**config.mk**
```make
export PLATFORM = sky130hd
export DESIGN_NAME = sc_ctrl_decoder
export DESIGN_NICKNAME = d
export VERILOG_FILES = /design/src/rtl/sc_ctrl_pkg.sv /design/src/rtl/sc_main_decode.sv /design/src/rtl/sc_alu_select.sv /design/src/rtl/sc_pc_select.sv /design/src/rtl/sc_ctrl_decoder.sv
export SDC_FILE = /design/constraint.sdc
export NUM_CORES = 1
export LEC_CHECK = 0
export ABC_AREA = 1
export CAP_MARGIN = 20
export CORE_AREA = 2 2 39 41
export DETAILED_ROUTE_END_ITERATION = 10
export DIE_AREA = 0 0 41 43
export DONT_BUFFER_PORTS = 1
export GPL_TIMING_DRIVEN = 0
export PLACE_DENSITY_LB_ADDON = 0.12
export SETUP_SLACK_MARGIN = 0.02
export SYNTH_ARGS = -nofsm -noshare
export SYNTH_HDL_FRONTEND = slang
export SYNTH_SLANG_ARGS = --single-unit
```
**constraint.sdc**
```tcl
create_clock -name vclk -period 4
set_clock_uncertainty 0.05 [all_clocks]
set_input_delay 0.8 -clock vclk [all_inputs]
set_output_delay 0.8 -clock vclk [all_outputs]
set_load 0.05 [all_outputs]
```
**src/rtl/sc_ctrl_pkg.sv**
```systemverilog
package sc_ctrl_pkg;

  localparam int OpW     = 6;
  localparam int FunctW  = 6;
  localparam int AluSelW = 3;

  localparam logic [OpW-1:0] OP_REGREG = 6'h00;
  localparam logic [OpW-1:0] OP_LOADW  = 6'h23;
  localparam logic [OpW-1:0] OP_STOREW = 6'h2B;
  localparam logic [OpW-1:0] OP_BREQ   = 6'h04;

  localparam logic [FunctW-1:0] FN_ADD = 6'h20;
  localparam logic [FunctW-1:0] FN_SUB = 6'h22;
  localparam logic [FunctW-1:0] FN_AND = 6'h24;
  localparam logic [FunctW-1:0] FN_OR  = 6'h25;
  localparam logic [FunctW-1:0] FN_SLT = 6'h2A;

  typedef enum logic [AluSelW-1:0] {
    ALU_AND = 3'b000,
    ALU_OR  = 3'b001,
    ALU_ADD = 3'b010,
    ALU_SUB = 3'b110,
    ALU_SLT = 3'b111
  } aluSel_e;

  // How the ALU operation is chosen for an opcode class
  typedef enum logic [1:0] {
    CLS_ADD   = 2'd0,
    CLS_SUB   = 2'd1,
    CLS_FUNCT = 2'd2
  } aluClass_e;

  // Strobes handed from the opcode decoder to the operation/PC logic
  typedef struct packed {
    logic      destSel;
    logic      opndSel;
    logic      fromMem;
    logic      regWr;
    logic      memWr;
    logic      branch;
    aluClass_e aluClass;
  } ctrlStrobes_t;

  localparam ctrlStrobes_t STROBES_SAFE = '{
    destSel:  1'b0,
    opndSel:  1'b1,
    fromMem:  1'b0,
    regWr:    1'b0,
    memWr:    1'b0,
    branch:   1'b0,
    aluClass: CLS_ADD
  };

endpackage

```
**src/rtl/sc_main_decode.sv**
```systemverilog
module sc_main_decode
  import sc_ctrl_pkg::*;
(
  input  logic [OpW-1:0] opcode,
  output ctrlStrobes_t   strobes
);

  always_comb begin
    strobes = STROBES_SAFE;
    case (opcode)
      OP_REGREG: begin
        strobes.destSel  = 1'b0;
        strobes.opndSel  = 1'b1;
        strobes.regWr    = 1'b1;
        strobes.aluClass = CLS_FUNCT;
      end
      OP_LOADW: begin
        strobes.destSel  = 1'b1;
        strobes.opndSel  = 1'b0;
        strobes.fromMem  = 1'b1;
        strobes.regWr    = 1'b1;
        strobes.aluClass = CLS_ADD;
      end
      OP_STOREW: begin
        strobes.destSel  = 1'b1;
        strobes.opndSel  = 1'b0;
        strobes.memWr    = 1'b1;
        strobes.aluClass = CLS_ADD;
      end
      OP_BREQ: begin
        strobes.opndSel  = 1'b1;
        strobes.branch   = 1'b1;
        strobes.aluClass = CLS_SUB;
      end
      default: strobes = STROBES_SAFE;
    endcase
  end

endmodule

```
**src/rtl/sc_alu_select.sv**
```systemverilog
module sc_alu_select
  import sc_ctrl_pkg::*;
(
  input  aluClass_e           aluClass,
  input  logic [FunctW-1:0]   funct,
  output aluSel_e             aluSel,
  output logic                functOk
);

  aluSel_e fnSel;
  logic    fnKnown;

  always_comb begin
    fnKnown = 1'b1;
    case (funct)
      FN_ADD:  fnSel = ALU_ADD;
      FN_SUB:  fnSel = ALU_SUB;
      FN_AND:  fnSel = ALU_AND;
      FN_OR:   fnSel = ALU_OR;
      FN_SLT:  fnSel = ALU_SLT;
      default: begin
        fnSel   = ALU_ADD;
        fnKnown = 1'b0;
      end
    endcase
  end

  always_comb begin
    case (aluClass)
      CLS_SUB: begin
        aluSel  = ALU_SUB;
        functOk = 1'b1;
      end
      CLS_FUNCT: begin
        aluSel  = fnSel;
        functOk = fnKnown;
      end
      default: begin
        aluSel  = ALU_ADD;
        functOk = 1'b1;
      end
    endcase
  end

endmodule

```
**src/rtl/sc_pc_select.sv**
```systemverilog
module sc_pc_select (
  input  logic branch,
  input  logic aluZero,
  output logic pcSeq
);

  assign pcSeq = ~(branch & aluZero);

endmodule

```
**src/rtl/sc_ctrl_decoder.sv**
```systemverilog
module sc_ctrl_decoder
  import sc_ctrl_pkg::*;
(
  input  logic [5:0] opcode,
  input  logic [5:0] funct,
  input  logic       aluZero,
  output logic       wbDestSel,
  output logic       aluOperandSel,
  output logic       wbFromMem,
  output logic       regWriteEn,
  output logic       memWriteEn,
  output logic       pcSeqSel,
  output logic [2:0] aluOpSel
);

  ctrlStrobes_t strobes;
  aluSel_e      aluSel;
  logic         functOk;
  logic         pcSeq;

  sc_main_decode u_main (
    .opcode  (opcode),
    .strobes (strobes)
  );

  sc_alu_select u_alu (
    .aluClass (strobes.aluClass),
    .funct    (funct),
    .aluSel   (aluSel),
    .functOk  (functOk)
  );

  sc_pc_select u_pc (
    .branch  (strobes.branch),
    .aluZero (aluZero),
    .pcSeq   (pcSeq)
  );

  assign wbDestSel     = strobes.destSel;
  assign aluOperandSel = strobes.opndSel;
  assign wbFromMem     = strobes.fromMem;
  assign regWriteEn    = strobes.regWr & functOk;
  assign memWriteEn    = strobes.memWr & functOk;
  assign pcSeqSel      = pcSeq;
  assign aluOpSel      = aluSel;

endmodule

```
==> flow_summary_export.csv <==
group,metric,value,unit
synthesis,syn_nets,69,
clock_tree,post_cts_resized,0,
worst_setup_path,crit_top_cell,"nand2_1",
worst_setup_path,crit_path_start,"opcode[1]",
sta,fmax,309,MHz
cells_and_area,final_net_count,71,
cells_and_area,layout_common_cells,"inv_1, nand2_1, nor2_1",
worst_setup_path,slowest_delay,830,ps
synthesis,synth.avg_cell_area,5.35,sq um
sta,finalCritPeriodShare,81.0,%
worst_setup_path,crit_type,"input port to output pin",
pwr,vdd.ir_drop.worst,0.0130,mV
worst_setup_path,startpoint_type,"input port",
sta,tightest_slew,1070,ps
synthesis,yosys.cell_types.count,16,
floorplan,die_w,41,um
synthesis,synth_top_area_cell,"inv_1",
synthesis,synth_top_area_share,16.9,%
sta,tns,0,ps
floorplan,die_h,43,um
global_route,grt_antenna_before_repair,0,
sta,setup_viol,0,
sta,finalHoldViolCount,0,
cells_and_area,syn2layout_area_growth,6.93,%
pwr,power.density,52.3,nW/um^2
sta,setup_slack,759,ps
cells_and_area,stdcell_count,70,
route,avgRoutedWirePerCell,8.60,um
route,routed_wl,602,um
route,drc,0,
cells_and_area,diodes,0,
route,first_iter_violations,0,
place,port_buffers,0,
worst_setup_path,cp_max_fo,3,
worst_setup_path,crit_chain,"nor2_1 > nand2_1 > inv_2 > nand2_2 > ha_1 > inv_1 > nand2_1 > o22ai_1",
route,drt.antenna.violating_nets,0,
global_route,grt_pass1_vias,264,
route,avgViaCountPerCell,4.17,
clock_tree,hold_buffers,0,
synthesis,ys_warn_count,0,
sta,relSlewSlack,29.6,%
cells_and_area,nFlopsAndLatches,0,
worst_setup_path,end_kind,"output pin",
floorplan,design.core.area,1380,sq um
floorplan,core.rowCount,14,
place,dp_hpwl,582,um
synthesis,ys_top_cells_by_area,"inv_1, nand2_1, nor2_4",
floorplan,start_util,20.9,%
synthesis,syn_inst,54,
global_route,grt_pass1_wl,883,um
sta,rsz0062_at_grt,"no",
synthesis,syn-cell-area,289,sq um
cells_and_area,register_area,0,sq um
cells_and_area,final_common_cell,"inv_1",
worst_setup_path,crit_required,3150,ps
global_route,grt_overflow,0,
worst_hold_path,min_from,"opcode[4]",
route,drt_pass1_iterations,1,
worst_hold_path,hold_path_class,"input port to output pin",
sta,period_needed,3240,ps
floorplan,die_area,1760,sq um
place,dp_cells,70,
place,dp_slack,751,ps
global_route,grt_start_max_net_pins,5,
global_route,track_usage,6.59,%
pwr,leakagePower,0.200,nW
clock_tree,post_cts_buffers,0,
synthesis,ys_seq_area_share,0,%
cells_and_area,nClkBuffers,0,
worst_setup_path,crit_arrival,2390,ps
route,vias,292,
job,cap_violations,0,
cells_and_area,drive_above_1_share,25.9,%
place,gp_congestion,0.577,
run_status,outcome,"finished, final reports clean",
floorplan,ios,22,
sta,drv_slew,0,
worst_setup_path,crit_slowest_cell,"o22ai_1",
-- worst max-delay path, delay by kind of cell --
family / cells / cell delay (ps)
buf+inv: 2 / 160
compound gates: 1 / 830
fa+ha+maj: 1 / 310
simple gates: 4 / 280
-- cell usage after synthesis --
cell / instances
o22ai_1: 1
nor2_1: 6
o21ai_1: 1
nand2_4: 1
nand3_1: 3
nand2_1: 10
nand4_1: 2
nor3_1: 1
inv_2: 5
nor2_4: 3
nand3_2: 3
nand2_2: 1
inv_1: 13
nor2_2: 1
ha_1: 2
a21oi_1: 1
-- logic make-up (layout without fill, tap and decap cells) --
family,after synthesis,in the layout,synth area share (%)
buf+inv,18,18,23.4
fa+ha+maj,2,2,8.66
simple gates,31,31,62.3
compound gates,3,3,5.63
-- stage by stage --
step | util (%) | hold WS, ps | total power, mW | instance area, sq um
5_1_grt | 22.3 | 1820 | 0.0179 | 309
6_report | 22.3 | 1800 | 0.0162 | 309
3_3_place_gp | 22.3 | 1800 | 0.0164 | 309
4_1_cts | 22.3 | 1800 | 0.0165 | 309
3_5_place_dp | 22.3 | 1800 | 0.0164 | 309
2_1_floorplan | - | 1790 | 0.0148 | 289
-- metal layers --
metal  vias up  share of wire, %  track usage [%]
met5         -                 0                0
met2        12                51             13.4
met1       120                39             6.96
li1        160                 -                -
met4         0                 0                0
met3         0               9.5            0.524
-- cell type report --
class                           count  area [sq um]
Fill cell                         168          1070
Inverter                           18          67.6
Multi-Input combinational cell     36           221
Tap cell                           16          20.0
-- where the power goes --
group / switching, mW / leakage, nW / total [mW] / internal (mW)
Combinational: 0.0112 / 0.200 / 0.0162 / 0.00492
Clock: 0 / 0 / 0 / 0
Sequential: 0 / 0 / 0 / 0
Total: 0.0112 / 0.200 / 0.0162 / 0.00492
-- final timing paths --
| kind | cells after the start | slack (ps) | to |
|---|---|---|---|
| hold / removal | 2 | 1800 | aluOperandSel |
| setup / recovery | 8 | 760 | aluOpSel[2] |
(Power assumes the default switching activity.)
